[src/rtl/alu_pkg.sv]
package alu_pkg;
    typedef enum logic [3:0] {
        OP_ADD  = 4'd0,
        OP_SUB  = 4'd1,
        OP_AND  = 4'd2,
        OP_OR   = 4'd3,
        OP_XOR  = 4'd4,
        OP_SHL  = 4'd5,
        OP_SHR  = 4'd6,
        OP_ASR  = 4'd7,
        OP_ROL  = 4'd8,
        OP_MULS = 4'd9,
        OP_MULU = 4'd10
    } alu_op_e;
endpackage

[src/rtl/alu_addsub.sv]
module alu_addsub #(
    parameter int W = 32
) (
    input  logic [W-1:0] a,
    input  logic [W-1:0] b,
    input  logic         sub,
    output logic [W-1:0] res,
    output logic         carry,
    output logic         ovf
);
    logic [W-1:0] b_eff;
    logic [W:0]   sum;

    always_comb begin
        b_eff = b ^ {W{sub}};
        sum   = {1'b0, a} + {1'b0, b_eff} + {{W{1'b0}}, sub};
        res   = sum[W-1:0];
        // borrow on subtract is the inverted carry out
        carry = sub ? ~sum[W] : sum[W];
        ovf   = (a[W-1] == b_eff[W-1]) && (res[W-1] != a[W-1]);
    end
endmodule

[src/rtl/alu_shifter.sv]
import alu_pkg::*;

module alu_shifter #(
    parameter int W = 32
) (
    input  alu_op_e      op,
    input  logic [W-1:0] a,
    input  logic [W-1:0] b,
    output logic [W-1:0] res,
    output logic         carry
);
    localparam int AW = $clog2(W + 2);
    localparam int RW = $clog2(W);
    localparam logic [AW-1:0] AMT_SAT = AW'(W + 1);

    logic [AW-1:0]   amt;
    logic [RW-1:0]   rot;
    logic [W:0]      ext_l;
    logic [W:0]      ext_r;
    logic [W:0]      ext_s;
    logic [2*W-1:0]  dbl;

    always_comb begin
        // amounts past W+1 behave like W+1: everything has left the word
        amt   = (b > W'(W + 1)) ? AMT_SAT : b[AW-1:0];
        rot   = b[RW-1:0];
        ext_l = {1'b0, a} << amt;
        ext_r = {a, 1'b0} >> amt;
        ext_s = $signed({a, 1'b0}) >>> amt;
        dbl   = {a, a} << rot;
        res   = '0;
        carry = 1'b0;
        case (op)
            OP_SHL: begin
                res   = ext_l[W-1:0];
                carry = ext_l[W];
            end
            OP_SHR: begin
                res   = ext_r[W:1];
                carry = ext_r[0];
            end
            OP_ASR: begin
                res   = ext_s[W:1];
                carry = ext_s[0];
            end
            OP_ROL: begin
                res   = dbl[2*W-1:W];
                carry = (rot != '0) ? dbl[W] : 1'b0;
            end
            default: begin
                res   = '0;
                carry = 1'b0;
            end
        endcase
    end
endmodule

[src/rtl/alu_mul16.sv]
module alu_mul16 #(
    parameter int W = 32
) (
    input  logic [W-1:0] a,
    input  logic [W-1:0] b,
    input  logic         is_signed,
    output logic [W-1:0] prod
);
    localparam int HW = W / 2;

    logic signed [W-1:0] p_s;
    logic        [W-1:0] p_u;

    always_comb begin
        p_s  = W'($signed(a[HW-1:0])) * W'($signed(b[HW-1:0]));
        p_u  = {{HW{1'b0}}, a[HW-1:0]} * {{HW{1'b0}}, b[HW-1:0]};
        prod = is_signed ? p_s : p_u;
    end
endmodule

[src/rtl/alu_core.sv]
import alu_pkg::*;

module alu_core #(
    parameter int W = 32
) (
    input  logic         clk,
    input  logic         rst_n,
    input  logic         in_valid,
    input  logic [3:0]   in_op,
    input  logic [W-1:0] in_a,
    input  logic [W-1:0] in_b,
    output logic         out_valid,
    output logic [W-1:0] out_result,
    output logic         out_zero,
    output logic         out_carry,
    output logic         out_neg,
    output logic         out_ovf
);
    alu_op_e      op;
    logic [W-1:0] as_res, sh_res, mul_res, nxt_res;
    logic         as_c, as_v, sh_c, nxt_c, nxt_v;

    assign op = alu_op_e'(in_op);

    alu_addsub #(.W(W)) u_addsub (
        .a(in_a), .b(in_b), .sub(op == OP_SUB),
        .res(as_res), .carry(as_c), .ovf(as_v)
    );

    alu_shifter #(.W(W)) u_shift (
        .op(op), .a(in_a), .b(in_b), .res(sh_res), .carry(sh_c)
    );

    alu_mul16 #(.W(W)) u_mul (
        .a(in_a), .b(in_b), .is_signed(op == OP_MULS), .prod(mul_res)
    );

    always_comb begin
        nxt_res = '0;
        nxt_c   = 1'b0;
        nxt_v   = 1'b0;
        case (op)
            OP_ADD, OP_SUB: begin
                nxt_res = as_res;
                nxt_c   = as_c;
                nxt_v   = as_v;
            end
            OP_AND: nxt_res = in_a & in_b;
            OP_OR:  nxt_res = in_a | in_b;
            OP_XOR: nxt_res = in_a ^ in_b;
            OP_SHL, OP_SHR, OP_ASR, OP_ROL: begin
                nxt_res = sh_res;
                nxt_c   = sh_c;
            end
            OP_MULS, OP_MULU: nxt_res = mul_res;
            default: nxt_res = '0;
        endcase
    end

    always_ff @(posedge clk) begin
        if (!rst_n) begin
            out_valid  <= 1'b0;
            out_result <= '0;
            out_zero   <= 1'b0;
            out_carry  <= 1'b0;
            out_neg    <= 1'b0;
            out_ovf    <= 1'b0;
        end else begin
            out_valid <= in_valid;
            if (in_valid) begin
                out_result <= nxt_res;
                out_zero   <= (nxt_res == '0);
                out_carry  <= nxt_c;
                out_neg    <= nxt_res[W-1];
                out_ovf    <= nxt_v;
            end
        end
    end
endmodule

[config.mk]
export PLATFORM = sky130hd
export DESIGN_NAME = alu_core
export DESIGN_NICKNAME = d
export VERILOG_FILES = /design/src/rtl/alu_pkg.sv /design/src/rtl/alu_addsub.sv /design/src/rtl/alu_shifter.sv /design/src/rtl/alu_mul16.sv /design/src/rtl/alu_core.sv
export SDC_FILE = /design/constraint.sdc
export NUM_CORES = 2
export LEC_CHECK = 0
export ABC_AREA = 0
export CORE_ASPECT_RATIO = 0.5
export CORE_MARGIN = 4
export CORE_UTILIZATION = 35
export DETAILED_ROUTE_END_ITERATION = 12
export DONT_BUFFER_PORTS = 1
export GPL_TIMING_DRIVEN = 0
export PLACE_DENSITY = 0.56
export SLEW_MARGIN = 20
export SYNTH_ARGS = -nofsm -noshare
export SYNTH_HDL_FRONTEND = slang
export SYNTH_SLANG_ARGS = --single-unit
[constraint.sdc]
create_clock -name clk -period 16.8 [get_ports clk]
set_input_delay 4.2 -clock clk [delete_from_list [all_inputs] [get_ports clk]]
set_output_delay 4.2 -clock clk [all_outputs]
set_load 0.02 [all_outputs]
* Word-level counts from Yosys, hierarchy flattened
Index checks and enable logic that the tools add are counted. W data, S select, Z words.
Cells by class: add/sub/neg operators 2, multipliers 2, div/mod/pow operators 0, magnitude comparators 1, equality and inequality tests 12, shift operators 4, muxes and demuxes 9, bitwise operators 5, reduce and logical (&&, ||, !) cells 7
Operators by type and width (count):
- $pmux W32 S6 | 1
- $pmux W32 S4 | 1
- $mul A16 B16 Y32 | 2
- $shl A64 B5 Y64 | 1
- $xor A32 B32 Y32 | 2
- $add A32 B32 Y33 | 1
- $add A33 B1 Y33 | 1
- $shl A32 B6 Y33 | 1
- $shr A33 B6 Y33 | 1
- $sshr A33 B6 Y33 | 1
- $and A32 B32 Y32 | 1
- $gt A32 B6 Y1 const B | 1
- $logic_not A32 Y1 | 1
- $mux W32 | 1
- $or A32 B32 Y32 | 1
- $eq A4 B3 Y1 const B | 4
- $eq A4 B4 Y1 const B | 3
- $eq A4 B2 Y1 const B | 2
- $mux W6 | 1
- $reduce_bool A5 Y1 | 1
- $eq A4 B1 Y1 const B | 1
- $logic_not A4 Y1 | 1
- $pmux W1 S4 | 1
- $reduce_or A2 Y1 | 2
- 7 further kinds | 9
Word-level totals: register bits 37, bits in latches 0, memory bits (writable) 0, ROM bits 0, bits of input ports 71, output and inout port bits 37, word-level logic and storage cells 48, memories kept 0

* Depth between registers and ports, before layout
depth after elaboration 7, gate-level depth with buffers 33, mapped depth without buffers 28

* Modules after synthesis
Synthesis repeated with hierarchy kept, for this count alone.
Second synthesis, totals: cell total of the unflattened synthesis 3574, area total of the unflattened synthesis 28727.6 um2
By module, submodules not included:
- alu_mul16 | times used 1, cells an instance 1652, area each 14794.2 um2, seq. area each 0.0 um2
- alu_shifter | times used 1, cells an instance 1209, area each 8328.0 um2, seq. area each 0.0 um2
- alu_core | times used 1, cells an instance 420, area each 3444.6 um2, seq. area each 720.7 um2
- alu_addsub | times used 1, cells an instance 293, area each 2160.8 um2, seq. area each 0.0 um2

* Worst setup path after synthesis
OpenSTA, ideal clock, no wires.
path kind input to register, from input port in_b[4], to register out_zero, library setup time 0.060 ns, arrival 12.132 ns, required time 16.740 ns, path slack 4.608 ns, stages on the path 33, buffers on the path 5, cells stage by stage buf_4 > inv_1 > buf_1 > buf_1 > clkbuf_1 > buf_1 > nor2_1 > fa_1 > inv_1 > fa_1 > inv_1 > fa_1 > inv_1 > fa_1 > inv_1 > fa_1 > inv_1 > fa_1 > inv_1 > ha_1 > or3_1 > or3_1 > o211ai_2 > o22a_1 > a2111oi_0 > o31a_1 > o21ai_1 > nand2b_1 > xor2_1 > a211o_1 > a211o_1 > nor4_1 > a32o_1
On the way: word-level cells in the longest chain between the ends 6, elaborated cells on any way between the ends 18, classes of those cells add/sub: 2; mul: 2; order compare: 1; shift: 4; mux: 4; bitwise: 4; reduce/logical: 1
Ends and longest elaborated chain:
- start: declaration | line alu_core.sv:11 | input logic [W-1:0] in_b,
- parallel branches: the longest is 4 deep, another holds $add A32 B32 Y33
- $pmux W32 S6 * | line alu_core.sv:42 | case (op)
- $logic_not A32 Y1 * | line alu_core.sv:72 | out_zero <= (nxt_res == '0);
- end signal: assignment | line alu_core.sv:72
- end: declaration | line alu_core.sv:14 | output logic out_zero,
Mark *: on every way between the ends. A chain may end at the register's enable or synchronous reset.

* Worst setup path after layout
Ends and elaborated chain as after synthesis.

==> results.md <==
- Result of the run: finished clean
- R2r setup slk: 15.88 ns
- H-tree levels: 2
- Clock-pin slew of the registers on the worst-case setup and hold paths: 0.05 ns
- Largest net degree at the start of global routing: 12
- Root buffer cell: sky130_fd_sc_hd__clkbuf_16
- Synth Area in Compound Gates: 20.1%
- Total Nets Final: 4313
- Number of buffers inserted by port buffering: 0
- Worst Max-Slew Pin Slew: 1.31 ns
- Slowest stage delay, CP: 1.17 ns
- DRC viols: 0
- Starting utilization of the core area: 35.6%
- Register cell area after layout: 721 sq um
- Syn_nets: 4293
- Standard cell with the maximum stage delay on the critical path: sky130_fd_sc_hd__a2111oi_0
- Post-CTS repair timing setup buffer count: 0
- Core outline area: 80100 sq um
- TritonCTS clock tree: built
- Y dimension of the die: 210 um
- Fraction of layout cells with a size suffix above 1: 8.27%
- Crit share post-route: 91.5%
- Count of max-cap constraint violations: 0
- Maximum fanout encountered on the critical timing path: 10
- Arrival time worst endpoint: 15.54 ns
- Slew headroom: 10.7%
- Most common cell after layout, fill and taps aside: sky130_fd_sc_hd__inv_1
- Class of the tightest hold or removal check: reg -> reg
- Routability congestion estimate: 1.15
- Number of buffers inserted by hold repair at cts: 0
- Die area: 86400 sq um
- Routed vias/inst: 6.70
- Main flop type after synthesis: sky130_fd_sc_hd__dfxtp_1
- Site Rows: 73
- Startpoint class of the critical path: input pin
- FMAX: 65.1 MHz
- Post-layout minimum cycle time: 15.37 ns
- Count of cells resized by post-cts repair: 0
- Via count of the first global-routing pass: 30500
- Gate count of the mapped netlist: 3607
- Maximum ir drop on the vdd rail: 0.000305 V
- Power per Cell Area: 238 nW/um^2
- Syn. warnings: 0
- Syn Std Cell Area: 28500 sq um
- Overall via count from detail_route: 31600
- Drt first pass iters: 9
- Main combinational cell family by area after synthesis: adder cells
- EDFF count, synth: 0
- Max Slew Vio Count: 0
- Top-level port count: 108
- FF+latch count, synth: 36
- Clock sink count: 36
- GRT Resource Usage Total: 44.0%
- Cell seen most often among critical-path stages: sky130_fd_sc_hd__inv_1
- Share of cell area taken by muxes after synthesis: 7.74%
- P&R area growth vs syn: 6.39%
- HPWL after DPL: 160000 um
- Total negative slack: 0 ns
- WL/cell: 41.1 um
- Sequential area share after synthesis: 2.53%
- Post-synthesis share of cell area spent on and, or, nand and nor gates: 18.4%
- Fillcell total: 8574
- Antenna violations before repair: 18
- Number of hold violations in the final report: 0
- Longest Clk Path Bufs: 2
- Number of violations reported at the end of detailed-routing iteration 0: 5031
- Max Clock Skew: 0 ns
- Leakage: 0.0137 uW
- Num CTS Buffers: 5
- Wire length of the first global-routing pass: 263000 um
- Total area of multi-input combinational cells: 24600 sq um
- Average cell area after synthesis: 7.91 sq um
- Number of unique standard cell types used by synthesis: 111
- Source-to-sink clock delay at the later pin of the worst-skew pair: 0.28 ns
- WL final: 194000 um
- Final count of negative-setup-slack endpoints: 0
- Antenna-violating nets left: 0
- Unrepaired setup endpoints after global routing: no
- Commonest non-fill, non-tap cells in the layout: sky130_fd_sc_hd__inv_1, sky130_fd_sc_hd__fa_1, sky130_fd_sc_hd__nand2_1, sky130_fd_sc_hd__nor2_1, sky130_fd_sc_hd__ha_1
- Xor/xnor share of the synthesized area: 2.89%
- Aggregate global routing overflow: 0
- Post-synthesis async set-or-reset flop share: 0%
- Category of the critical setup timing path: in -> reg
- Data required time of the critical path: 16.97 ns
- Synthesized-area fraction occupied by adder cells: 36.6%
- Width of the die: 412 um
- Critical path endpoint category: register
- Overall power of the completed layout: 7220 uW
==> synthesized netlist by cell type (35+ instances only) <==
master | number | area share [%]
sky130_fd_sc_hd__inv_1 | 561 | 7.4
sky130_fd_sc_hd__a211oi_1 | 58 | 1.5
sky130_fd_sc_hd__nor2_1 | 335 | 4.4
sky130_fd_sc_hd__buf_2 | 55 | 0.97
sky130_fd_sc_hd__xnor2_1 | 71 | 2.2
sky130_fd_sc_hd__a31oi_1 | 39 | 0.86
sky130_fd_sc_hd__fa_1 | 367 | 26
sky130_fd_sc_hd__ha_1 | 248 | 11
sky130_fd_sc_hd__clkbuf_1 | 124 | 1.6
sky130_fd_sc_hd__mux2i_1 | 80 | 2.8
sky130_fd_sc_hd__dfxtp_1 | 36 | 2.5
sky130_fd_sc_hd__nor4_1 | 38 | 0.83
sky130_fd_sc_hd__nand3_1 | 59 | 1.0
sky130_fd_sc_hd__nand4_1 | 35 | 0.77
sky130_fd_sc_hd__nand2_1 | 349 | 4.6
sky130_fd_sc_hd__mux4_2 | 47 | 3.7
sky130_fd_sc_hd__o211ai_1 | 45 | 1.2
sky130_fd_sc_hd__o21ai_0 | 134 | 2.4
sky130_fd_sc_hd__a21oi_1 | 156 | 2.7
sky130_fd_sc_hd__nor3_1 | 75 | 1.3
==> sequential cells by signal, summed over array words and instances (netlist names) <==
signal	count
out_result	32
out_carry	1
out_zero	1
out_ovf	1
out_valid	1
==> cell type report <==
type | instances | area share (%)
Multi-Input combinational cell | 2759 | 80.9
Inverter | 567 | 7.02
Tap cell | 1087 | 4.48
Buffer | 245 | 4.07
Sequential cell | 36 | 2.38
Timing Repair Buffer | 13 | 0.573
Clock buffer | 8 | 0.482
Antenna cell | 8 | 0.0660
==> layer usage <==
layer / up-vias / part of all wire (%) / wire, um / global-route usage (%)
met5: - / 0.064 / 125 / 0
met4: 18 / 5.7 / 11100 / 19.7
met3: 504 / 15 / 29800 / 21.3
met2: 2450 / 38 / 73500 / 58.7
met1: 16200 / 41 / 79700 / 59.1
li1: 12500 / - / - / -
==> final timing paths <==
path                                startpoint        endpoint  cells after the start
worst min-delay path             out_result[0]   out_result[0]                      2
worst max-delay path                   in_b[4]        out_zero                     32
worst min register to register   out_result[0]   out_result[0]                      2
worst max register to register  out_result[17]  out_result[17]                      2
==> kinds of logic (layout without fill, tap and decap cells) <==
group                      Yosys count  in the layout
and+or+nand+nor                   1077           1077
xor gates and xnor gates            94             94
DFF                                 36             36
muxes                              157            157
adders and majority gates          615            615
AOI/OAI and AO/OA                  816            816
other                                0              8
buffers and inverters              812            833
==> worst max-delay path: cells and delay by family <==
kind,cells,cell delay [ns]
adder cells (fa/ha/maj),7,3.34
AND/OR/NAND/NOR,6,1.44
buffers and inverters,12,3.90
AO/OA/AOI/OAI,7,2.60
==> power breakdown <==
group | total, uW | leakage (uW) | internal, uW | switching [uW]
logic | 7000 | 0.0133 | 2530 | 4460
clock network | 95.2 | 0.0000712 | 59.2 | 36.0
registers | 132 | 0.000297 | 102 | 30.3
total | 7220 | 0.0137 | 2700 | 4530
==> per-stage QoR <==
stage / hold slack (ns) / area, sq um / utilization, % / std cells / setup slack [ns]
after floorplan: 0.545 / 28500 / - / 3607 / 4.61
after global placement: 0.567 / 29900 / 37.3 / 4694 / 1.51
after detailed placement: 0.566 / 30200 / 37.6 / 4707 / 1.53
after CTS: 0.575 / 30300 / 37.8 / 4715 / 1.85
after global routing: 0.586 / 30300 / 37.9 / 4717 / 1.49
final: 0.569 / 30300 / 37.9 / 4723 / 1.43
(Power assumes the default switching activity.)
